[config.mk]
export PLATFORM = sky130hd
export DESIGN_NAME = prbs_shaper
export DESIGN_NICKNAME = d
export VERILOG_FILES = /design/src/rtl/prbs_shaper.sv
export SDC_FILE = /design/constraint.sdc
export NUM_CORES = 1
export LEC_CHECK = 0
export BUFFER_PORTS_ARGS = -buffer_cell sky130_fd_sc_hd__buf_4
export CAP_MARGIN = 40
export CORE_MARGIN = 2
export CORE_UTILIZATION = 42
export CTS_BUF_LIST = sky130_fd_sc_hd__clkbuf_4
export DETAILED_ROUTE_END_ITERATION = 12
export PLACE_DENSITY = 0.7
export SYNTH_ARGS = -nofsm -noshare
export SYNTH_HDL_FRONTEND = slang
export SYNTH_SLANG_ARGS = --single-unit
export TNS_END_PERCENT = 100
[constraint.sdc]
create_clock -name clk -period 22.2 [get_ports clk]
set_input_delay 1.11 -clock clk [delete_from_list [all_inputs] [get_ports clk]]
set_output_delay 1.11 -clock clk [all_outputs]
set_load 0.01 [all_outputs]
[src/rtl/prbs_shaper.sv]
module prbs_shaper #(
  parameter int ZW = 16
) (
  input  logic          clk,
  input  logic          rst,
  input  logic [2:0]    poly_sel,
  input  logic [ZW-1:0] zero_ext,
  input  logic [2:0]    dens_sel,
  input  logic          invert,
  input  logic          en,
  output logic          dout,
  output logic          dvalid,
  output logic          trig
);
  logic [30:0]   lfsr, pos;
  logic [1:0]    rep;
  logic [2:0]    h_poly, h_dens;
  logic [ZW-1:0] h_zero;
  logic          h_inv;

  wire at_start = (pos == '0);
  wire [2:0]    c_poly = at_start ? poly_sel : h_poly;
  wire [2:0]    c_dens = at_start ? dens_sel : h_dens;
  wire [ZW-1:0] c_zero = at_start ? zero_ext : h_zero;
  wire          c_inv  = at_start ? invert   : h_inv;

  logic [4:0] n, tp;
  always_comb begin
    case (c_poly)
      3'd1:    begin n = 5'd10; tp = 5'd7;  end
      3'd2:    begin n = 5'd11; tp = 5'd9;  end
      3'd3:    begin n = 5'd15; tp = 5'd14; end
      3'd4:    begin n = 5'd23; tp = 5'd18; end
      3'd5:    begin n = 5'd31; tp = 5'd28; end
      default: begin n = 5'd7;  tp = 5'd6;  end
    endcase
  end

  wire [31:0] plen = (32'd1 << n) - 32'd1;
  wire [31:0] zmax = plen - 32'(n);
  wire [31:0] zreq = 32'(c_zero);
  wire [31:0] zeff = (zreq > zmax) ? zmax : zreq;
  wire [31:0] nm1  = 32'(n) - 32'd1;
  wire [31:0] p32  = {1'b0, pos};
  wire        last = (p32 == plen - 32'd1);

  wire        fb  = lfsr[n - 5'd1] ^ lfsr[tp - 5'd1];
  wire [30:0] nxt = {lfsr[29:0], fb} & plen[30:0];

  wire b0 = lfsr[n - 5'd1];
  wire b1 = lfsr[n - 5'd2];
  wire b2 = lfsr[n - 5'd3];

  logic dbit, sbit;
  always_comb begin
    case (c_dens)
      3'd1:    dbit = b0 & b1;
      3'd2:    dbit = b0 & b1 & b2;
      3'd3:    dbit = b0 | b1;
      3'd4:    dbit = b0 | b1 | b2;
      default: dbit = b0;
    endcase
    sbit = dbit;
    if (zeff != '0) begin
      if (p32 >= nm1 && p32 < nm1 + zeff) sbit = 1'b0;
      else if (p32 == nm1 + zeff)         sbit = 1'b1;
    end
  end

  always_ff @(posedge clk) begin
    if (rst) begin
      lfsr   <= 31'd1;
      pos    <= '0;
      rep    <= '0;
      h_poly <= '0;
      h_dens <= '0;
      h_zero <= '0;
      h_inv  <= 1'b0;
      dout   <= 1'b0;
      dvalid <= 1'b0;
      trig   <= 1'b0;
    end else begin
      dvalid <= en;
      trig   <= en && at_start && (rep == 2'd0);
      if (en) begin
        dout   <= sbit ^ c_inv;
        lfsr   <= nxt;
        pos    <= last ? '0 : pos + 31'd1;
        if (last) rep <= rep + 2'd1;
        h_poly <= c_poly;
        h_dens <= c_dens;
        h_zero <= c_zero;
        h_inv  <= c_inv;
      end
    end
  end
endmodule


# ---- Yosys cells after proc, flatten, opt, wreduce, memory -nomap -nowiden
# Index checks and enable logic that the tools add are counted.
dict set report totals {
  regBits 90
  wordCells 74
}
dict set report classes {
  n_addsub 11
  n_lt_le_gt_ge 7
  n_eq_ne 11
  shifts 1
  mux 20
  bitwise_logic 7
  reduce_logical 7
}
# operator n
set op_table {}
lappend op_table {{$eq 31x32->1} 2}
lappend op_table {{$sub 32x1->32 const B} 2}
lappend op_table {{$pmux 5 s5} 2}
lappend op_table {{$add 32x32->32} 1}
lappend op_table {{$ge 31x32->1} 1}
lappend op_table {{$gt 16x32->1} 1}
lappend op_table {{$lt 31x32->1} 1}
lappend op_table {{$mux 32} 1}
lappend op_table {{$reduce_bool 32->1} 1}
lappend op_table {{$shl 1x5->32 const A} 1}
lappend op_table {{$sub 32x5->32} 1}
lappend op_table {{$add 31x1->31 const B} 1}
lappend op_table {{$and 31x31->31} 1}
lappend op_table {{$logic_not 31->1} 1}
lappend op_table {{$mux 31} 1}
lappend op_table {{$lt 5x6->1 const B} 4}
lappend op_table {{$bmux 1 s5} 4}
lappend op_table {{$mux 16} 1}
lappend op_table {{$eq 3x2->1 const B} 4}
lappend op_table {{$sub 5x1->5 const B} 2}
lappend op_table {{$sub 5x2->5 const B} 2}
lappend op_table {{$eq 3x3->1 const B} 3}
lappend op_table {{$mux 1} 8}
lappend op_table {{$eq 3x1->1 const B} 2}
lappend op_table {{other kinds (10)} 16}

# ---- Depth between registers and ports, before layout
# Gate-level depths: netlist (run 1).
dict set report depth {
  word_depth 15
  ltp_mapped 54
}

# ---- Worst setup path after synthesis (run 1)
# No wires, ideal clock.
dict set report synth_path {
  path_type {register to register}
  startpoint {reg pos[0]}
  endpoint {reg dout}
  setup_time_ps 138
  t_arrival_ps 10314
  setup_slack_ps 11748
  path_stages_with_launch 52
  path_buffers 5
  period_less_slack_ps 10452
  cell_sequence {dfxtp_1 > inv_1 > ha_1 > nor4b_1 > nand4_1 > nor2_4 > mux2i_1 > inv_1 > ha_1 > nor4bb_1 > o21ai_2 > and2_1 > buf_6 > ha_1 > or4_1 > or3_1 > nor3_1 > or2_1 > (+16 left out) > nor2_1 > nor2_1 > nor2b_1 > o21ai_1 > nor4b_2 > nand4_1 > ha_1 > a21o_1 > a21o_1 > a21o_1 > a21oi_1 > nor2b_1 > o211ai_1 > a211oi_1 > a2111oi_0 > o2111ai_1 > mux2i_1 > a41oi_2}
}
dict set report synth_via {
  elab_chain_len 15
  elab_cells_between_ends 45
}
# element line
set synth_rtl {}
lappend synth_rtl {{start, declared} 15} ;# logic [30:0] lfsr, pos;
lappend synth_rtl {{start signal, assigned} 88} ;# pos <= last ? '0 : pos + 31'd1;
lappend synth_rtl {{$logic_not 31->1 (*)} 21} ;# wire at_start = (pos == '0);
lappend synth_rtl {{$mux 3 (*)} 22} ;# wire [2:0] c_poly = at_start ? poly_sel : h_poly;
lappend synth_rtl {{named net c_poly[2]} 22}
lappend synth_rtl {{$eq 3x3->1, or another cell as far along} 29} ;# case (c_poly)
lappend synth_rtl {{$pmux 5 s5 (*)} 29}
lappend synth_rtl {{$shl 1x5->32} 39} ;# wire [31:0] plen = (32'd1 << n) - 32'd1;
lappend synth_rtl {{$sub 32x1->32} 39}
lappend synth_rtl {{$sub 32x5->32} 40} ;# wire [31:0] zmax = plen - 32'(n);
lappend synth_rtl {{$gt 16x32->1} 42} ;# wire [31:0] zeff = (zreq > zmax) ? zmax : zreq;
lappend synth_rtl {{$mux 32} 42}
lappend synth_rtl {{$add 32x32->32} {65, 66}}
lappend synth_rtl {{$lt 31x32->1 or $eq 31x32->1 (tied branches)} {65, 66}}
lappend synth_rtl {{$logic_and 1x1->1 or $mux 1 (tied branches)} {65, 66}}
lappend synth_rtl {{$mux 1} 65} ;# if (p32 >= nm1 && p32 < nm1 + zeff) sbit = 1'b0;
lappend synth_rtl {{$mux 1 (*)} 64} ;# if (zeff != '0) begin
lappend synth_rtl {{$xor 1x1->1 (*)} 86} ;# dout <= sbit ^ c_inv;
lappend synth_rtl {{end signal, assigned} 86}
lappend synth_rtl {{end, declared} 11} ;# output logic dout,
# Mark *: on every way through the listed nets, which the timed path passes. The rest lies on a longest branch. The select of a mux whose other input is x is not followed.
# A chain may end at the register's enable or synchronous reset.

# ---- Worst setup path in the final report (run 1)
# Same ends and word-level chain as after synthesis.

==> reports/summary.txt, run 1 <==
status -> finished clean
Warnings, synthesis -> 0
CP max stage delay -> 0.73 ns
crit path time final -> 12.35 ns
Post-Synthesis Cells -> 963
CP Data Arrival Time -> 12.71 ns
ranking of synthesized cells by area -> dfxtp_1 23%, ha_1 12%, mux2i_1 6.0%
Util after Layout -> 45.61%
total routed wirelength -> 21560 um
dpl ws -> 10.15 ns
ys flop type -> dfxtp_1
hold path depth -> 2
synthesized area -> 0.007826 mm2
largest net degree at the start of global routing -> 81
Initial Util -> 43.13%
GR Util All Layers -> 22.21%
Area Growth Syn to Fin -> 5.755%
Worst VDD drop -> 0.02595 mV
Post-Synth XOR/XNOR Area -> 6.986%
WL met3 -> 1468 um
simple-gate area share of the yosys netlist -> 26.71%
post-synth top area share -> 23.02%
adder-cell share of the synthesized area -> 12.57%
setup bufs post-CTS -> 0
Hold Crit Start -> lfsr[17]
Avg Cell Area, Syn -> 8.127 um2
share of cells above drive strength 1 -> 10.49%
met1 wire length -> 10110 um
CP Class -> reg -> reg
hold crit path type -> reg -> reg
Worst Path Buf+Inv -> 9
metal2 WL -> 9415 um
number of synthesized flops with an enable pin -> 0
RSZ-0062 raised after global routing -> no
R2R Path End -> dout
CP startpoint kind -> flop
CTS max path bufs -> 2
relative slew slack -> 42.37%
first-pass GRT wire length -> 35190 um
Fin Hold WS -> 0.4879 ns
CTS Hold Bufs -> 0
Avg WL per Cell -> 17.94 um
CTS Sinks -> 90
Die X -> 140.5 um
Slew Viols, Final -> 0
Fin Setup TNS -> 0 ns
router iterations before antenna repair -> 5
post-DR vias/cell -> 5.971
asr flop ratio synth -> 0%
Site Rows -> 49
die span in y -> 140.5 um
vias in the first global route -> 6650
DR vias -> 7177
CP Max Fanout -> 36
Core Area -> 0.01815 mm2
placer congestion estimate -> 0.9504
Setup crit end kind -> flop
fmax -> 0.08099 GHz
root buffer cell -> clkbuf_4
Reg2Reg Depth -> 51
Post-DRT Antenna Nets -> 0
CTS tree -> built
# DRC -> 0
total gr overflow -> 0
IO buf count -> 28
R2R Setup Slk -> 9.85 ns
final worst-path cycle share -> 55.62%
top cells by count, synth -> 109 x nor2_1, 108 x nand2_1, 90 x dfxtp_1
mux cell area share after synthesis -> 9.464%
Slowest-stage cell, CP -> nor4bb_1
Max H-tree Level -> 3
initial antenna violation count -> 1
clk_lat worst skew -> 0.49 ns
WP data required -> 22.56 ns
Seq cells post-synth -> 90
Setup Skew -> 0.01760 ns
io pins -> 29
highest routed layer -> met4
count leader, synth -> nor2_1
main combinational cell family by area after synthesis -> simple AND/OR/NAND/NOR gates
full die area -> 0.01974 mm2
PwrDens -> 67.38 mW/mm2
DP HPWL -> 16060 um
Final Hold Vio Count -> 0
Num CTS Buffers -> 9
Worst-Margin Slew -> 0.8587 ns
nets@finish -> 1073
most frequent CP cell -> ha_1
total power -> 0.0005577 W
Worst-path clk slew -> 0.14 ns
endpoints failing setup -> 0
Synth cell types -> 93
post_cts resized -> 0
Hold Path End -> lfsr[17]
cell family with most CP delay -> simple AND/OR/NAND/NOR gates
Seq/Total Area, Yosys -> 23.02%
FF-to-FF Start -> pos[0]
Compound-Gate Fraction of Synth Area -> 16.66%
final setup margin -> 9.853 ns
Synth area leader -> dfxtp_1
leak pwr -> 3.393 nW
max_cap viols -> 0
DRT iter0 DRCs -> 660
[worst max-delay path by stage]
stage / start / slack, ns / end / cells after the start
final: pos[0] / 9.85 / dout / 51
after global routing: pos[0] / 8.59 / dout / 51
after CTS: pos[0] / 10.04 / dout / 51
after detailed placement: pos[0] / 10.15 / dout / 51
after global placement: pos[0] / 10.54 / dout / 51
after floorplan: pos[0] / 11.75 / dout / 51
[kinds of logic after synthesis]
logic type               Yosys count
AO/OA/AOI/OAI                    190
XOR/XNOR                          60
adder cells (fa/ha/maj)           78
buffers and inverters             80
flip-flops                        90
multiplexers                      61
other                              1
AND/OR/NAND/NOR                  403
[cells in the final DEF, fill, tap and decap left out, types with 4 or more instances in the layout]
cell type / n
nor2_1: 109
nand2_1: 108
dfxtp_1: 90
ha_1: 77
a21oi_1: 68
nand3_1: 54
mux2i_1: 47
buf_4: 35
xor2_1: 31
inv_1: 29
a211oi_1: 27
xnor2_1: 27
o21ai_0: 24
nand4_1: 22
nor2b_1: 19
nor3_1: 16
and3_1: 13
nand2b_1: 10
mux4_2: 10
clkbuf_4: 10
a21o_1: 9
nor4_1: 8
o21a_1: 7
or3_1: 7
o21ai_1: 6
conb_1: 6
inv_2: 5
nor4_4: 4
nor4_2: 4
mux2_2: 4
a22oi_1: 4
[sequential cells by signal (all words and copies together) (netlist names)]
signal	flops
lfsr	31
pos	31
h_zero	16
h_dens	3
h_poly	3
rep	2
dout	1
dvalid	1
h_inv	1
trig	1
[per-layer routing]
layer	global-route usage, %	vias up
li1	-	3489
met1	31.32	3376
met2	33.69	271
met3	3.761	41
met4	9.053	0
met5	0	-
[report_power, final]
part           total (W)  leakage (nW)  internal (W)  switching [W]
Clock          0.0000817        0.0555     0.0000223      0.0000593
Sequential      0.000172         0.732      0.000167     0.00000544
Combinational   0.000304          2.61      0.000119       0.000185
[layout make-up]
| type | instances | area (um2) |
|---|---|---|
| Inverter | 34 | 127.6 |
| Sequential cell | 90 | 1802 |
| Clock inverter | 4 | 21.27 |
| Fill cell | 1784 | 9871 |
| Tap cell | 229 | 286.5 |
| Multi-Input combinational cell | 798 | 5688 |
| Timing Repair Buffer | 36 | 274.0 |
| Clock buffer | 10 | 75.07 |
| Antenna cell | 1 | 2.502 |
[worst register-to-register path: cells and delay by family, from the launching register on]
family | cells | cell delay, ns
flip-flops | 1 | 0.38
AO/OA/AOI/OAI | 16 | 2.90
multiplexers | 3 | 0.88
adder cells (fa/ha/maj) | 8 | 2.59
buffers and inverters | 9 | 2.02
AND/OR/NAND/NOR | 15 | 3.47
[through the flow]
| step | std cells | cell area, um2 |
|---|---|---|
| floorplan | 968 | 7845 |
| global placement | 1186 | 8167 |
| detailed placement | 1187 | 8178 |
| CTS | 1201 | 8274 |
| global route | 1202 | 8277 |
| finish | 1202 | 8277 |
Power figures use the tool's default switching activity.
==> inputs of run 2 (changes only) <==
--- a/config.mk
+++ b/config.mk
@@ -5,6 +5,7 @@
 export SDC_FILE = /design/constraint.sdc
 export NUM_CORES = 1
 export LEC_CHECK = 0
+export ABC_AREA = 1
 export BUFFER_PORTS_ARGS = -buffer_cell sky130_fd_sc_hd__buf_4
 export CAP_MARGIN = 40
 export CORE_MARGIN = 2
==> constraint.sdc (replaced) <==
create_clock -name clk -period 12.5 [get_ports clk]
set_input_delay 0.625 -clock clk [delete_from_list [all_inputs] [get_ports clk]]
set_output_delay 0.625 -clock clk [all_outputs]
set_load 0.01 [all_outputs]
==> run 2 against run 1 <==
Against the previous run:
- core utilization shrank 0.22 points
- clock-buffer cell count unchanged
- global-route usage grew 0.051 points
- synthesized area increased by 1.8%
- flip-flop and latch count is the same
- via count rose by 10%
- critical endpoint unchanged
- largest power group unchanged
==> reports/summary.txt, run 2 <==
status -> finished clean
Seq cells post-synth -> 90 (unchanged)
post-DR vias/cell -> 5.272 (-12%)
CP Class -> reg -> reg
Warnings, synthesis -> 0 (unchanged)
PwrDens -> 128.0 mW/mm2 (+90%)
CP max stage delay -> 0.83 ns (+0.10 ns)
DRT iter0 DRCs -> 709 (+7.4%)
Post-Synthesis Cells -> 1253 (+30%)
top flop regs -> lfsr (31), pos (31), h_zero (16)
Site Rows -> 50 (+2.0%)
Avg Cell Area, Syn -> 6.361 um2 (-22%)
nets@finish -> 1366 (+27%)
number of synthesized flops with an enable pin -> 0 (unchanged)
Initial Util -> 42.75% (-0.37 points)
DR vias -> 7914 (+10%)
CTS max path bufs -> 2 (unchanged)
IO buf count -> 28 (unchanged)
count leader, synth -> nand2_1
placer congestion estimate -> 0.9595 (+0.96%)
CTS tree -> built
max_cap viols -> 0 (unchanged)
asr flop ratio synth -> 0% (unchanged)
CTS Sinks -> 90 (unchanged)
Worst-Margin Slew -> 0.7796 ns (-0.07909 ns)
endpoints failing setup -> 0 (unchanged)
Slew Viols, Final -> 0 (unchanged)
hold crit path type -> reg -> reg
share of cells above drive strength 1 -> 8.847% (-1.6 points)
die span in y -> 141.8 um (+0.89%)
top cells by count, synth -> 295 x nand2_1, 184 x inv_1, 116 x nor2_1
initial antenna violation count -> 1 (unchanged)
Die X -> 141.8 um (+0.89%)
Post-DRT Antenna Nets -> 0 (unchanged)
CTS Hold Bufs -> 0 (unchanged)
Finished Layout Cells -> 1501 (+25%)
Setup Skew -> 0.02241 ns (+0.004809 ns)
fillcell total -> 1953 (+9.5%)
ranking of synthesized cells by area -> dfxtp_1 23%, nand2_1 14%, ha_1 12%
Util after Layout -> 45.39% (-0.22 points)
CP startpoint kind -> flop
total power -> 0.001083 W (+94%)
largest net degree at the start of global routing -> 67 (-17%)
Inst Count DP -> 1485 (+25%)
DP HPWL -> 16640 um (+3.6%)
# DRC -> 0 (unchanged)
Seq/Total Area, Yosys -> 22.61% (-0.42 points)
first-pass GRT wire length -> 35690 um (+1.4%)
io pins -> 29 (unchanged)
fmax -> 0.09439 GHz (+17%)
most frequent CP cell -> nand2_1
leading cell type in the layout, fill and taps excluded -> nand2_1
Synth area leader -> dfxtp_1
full die area -> 0.02009 mm2 (+1.8%)
vias in the first global route -> 7179 (+8.0%)
Worst VDD drop -> 0.04689 mV (+81%)
leak pwr -> 4.072 nW (+20%)
placed inst area -> 0.008330 mm2 (+1.9%)
Max H-tree Level -> 3 (unchanged)
total gr overflow -> 0 (unchanged)
total routed wirelength -> 21840 um (+1.3%)
Final Hold Vio Count -> 0 (unchanged)
post_cts resized -> 0 (unchanged)
Worst-path clk slew -> 0.16 ns (+0.02 ns)
clk_lat worst skew -> 0.49 ns (about the same)
GR Util All Layers -> 22.26% (+0.051 points)
root buffer cell -> clkbuf_4
router iterations before antenna repair -> 5 (unchanged)
post-synth top area share -> 22.61% (-0.42 points)
Slowest-stage cell, CP -> ha_1
Core Area -> 0.01864 mm2 (+2.7%)
Avg WL per Cell -> 14.55 um (-19%)
final worst-path cycle share -> 84.76% (+29 points)
setup bufs post-CTS -> 0 (unchanged)
relative slew slack -> 48.03% (+5.7 points)
crit path time final -> 10.59 ns (-1.752 ns)
CP Max Fanout -> 24 (-33%)
Area Growth Syn to Fin -> 6.170%
ys flop type -> dfxtp_1
Setup crit end kind -> flop
Synth cell types -> 59 (-37%)
commonest non-fill, non-tap cells in the layout -> 295 x nand2_1, 183 x inv_1, 116 x nor2_1
RSZ-0062 raised after global routing -> no
Num CTS Buffers -> 9 (unchanged)
CP Data Arrival Time -> 11.04 ns (-1.67 ns)
Fin Setup TNS -> 0 ns (unchanged)
synthesized area -> 0.007970 mm2 (+1.8%)
WP data required -> 12.94 ns (-9.62 ns)
Final Instance Area -> 0.008462 mm2 (+2.2%)
==> run 2: cell families (layout without fill, tap and decap cells) <==
kind of cell / count (synthesis) / in the layout / share of synthesized area, %
multiplexers: 2 / 2 / 0.2669
buffers and inverters: 238 / 246 / 11.77
AND/OR/NAND/NOR: 609 / 609 / 34.84
flip-flops: 90 / 90 / 22.61
XOR/XNOR: 31 / 31 / 3.407
AO/OA/AOI/OAI: 204 / 204 / 14.73
other: 1 / 7 / 0.04705
adder cells (fa/ha/maj): 78 / 78 / 12.34
==> run 2: worst paths after layout <==
kind | cells after the start | to | slack, ns | from
max | 59 | dout | 1.91 | pos[0]
min | 2 | lfsr[14] | 0.48 | lfsr[14]
max reg2reg | 59 | dout | 1.91 | pos[0]
min reg2reg | 2 | lfsr[14] | 0.48 | lfsr[14]
==> run 2: critical path: cells and delay by family, from the launching register on <==
kind / cells / cell delay, ns
AO/OA/AOI/OAI: 6 / 1.04
adder cells (fa/ha/maj): 8 / 2.85
buffers and inverters: 9 / 1.12
XOR/XNOR: 1 / 0.16
flip-flops: 1 / 0.35
AND/OR/NAND/NOR: 35 / 5.00
==> run 2: power by group <==
group	switching, W	internal [W]	total [W]
clock network	0.000111	0.0000620	0.000173
registers	0.00000605	0.000297	0.000303
logic	0.000409	0.000199	0.000607
total	0.000526	0.000557	0.00108
==> run 2: layer usage <==
layer	vias to the layer above	track usage, %	part of all wire (%)
li1	4075	-	-
met4	0	5.263	1.1
met1	3584	31.09	48
met2	233	36.23	45
met5	-	0	0
met3	22	3.274	6.5
==> run 2: layout make-up <==
cell class              instances  area [um2]  area share [%]
diodes                          1       2.502         0.02957
clock buffers                  10       75.07          0.8872
clock inverters                 5       53.80          0.6358
inverters                     199       747.0           8.827
multi-input cells             930        5249           62.03
flip-flops and latches         90        1802           21.29
well taps                     234       292.8           3.460
repair buffers                 32       240.2           2.839
==> run 2: stage by stage <==
stage                     hold slack (ns)  worst slack [ns]
after floorplan                    0.4453             3.995
after global placement             0.4517             2.469
after detailed placement           0.4619             2.157
after CTS                          0.4808             2.090
after global routing               0.5005            0.9410
final                              0.4785             1.905
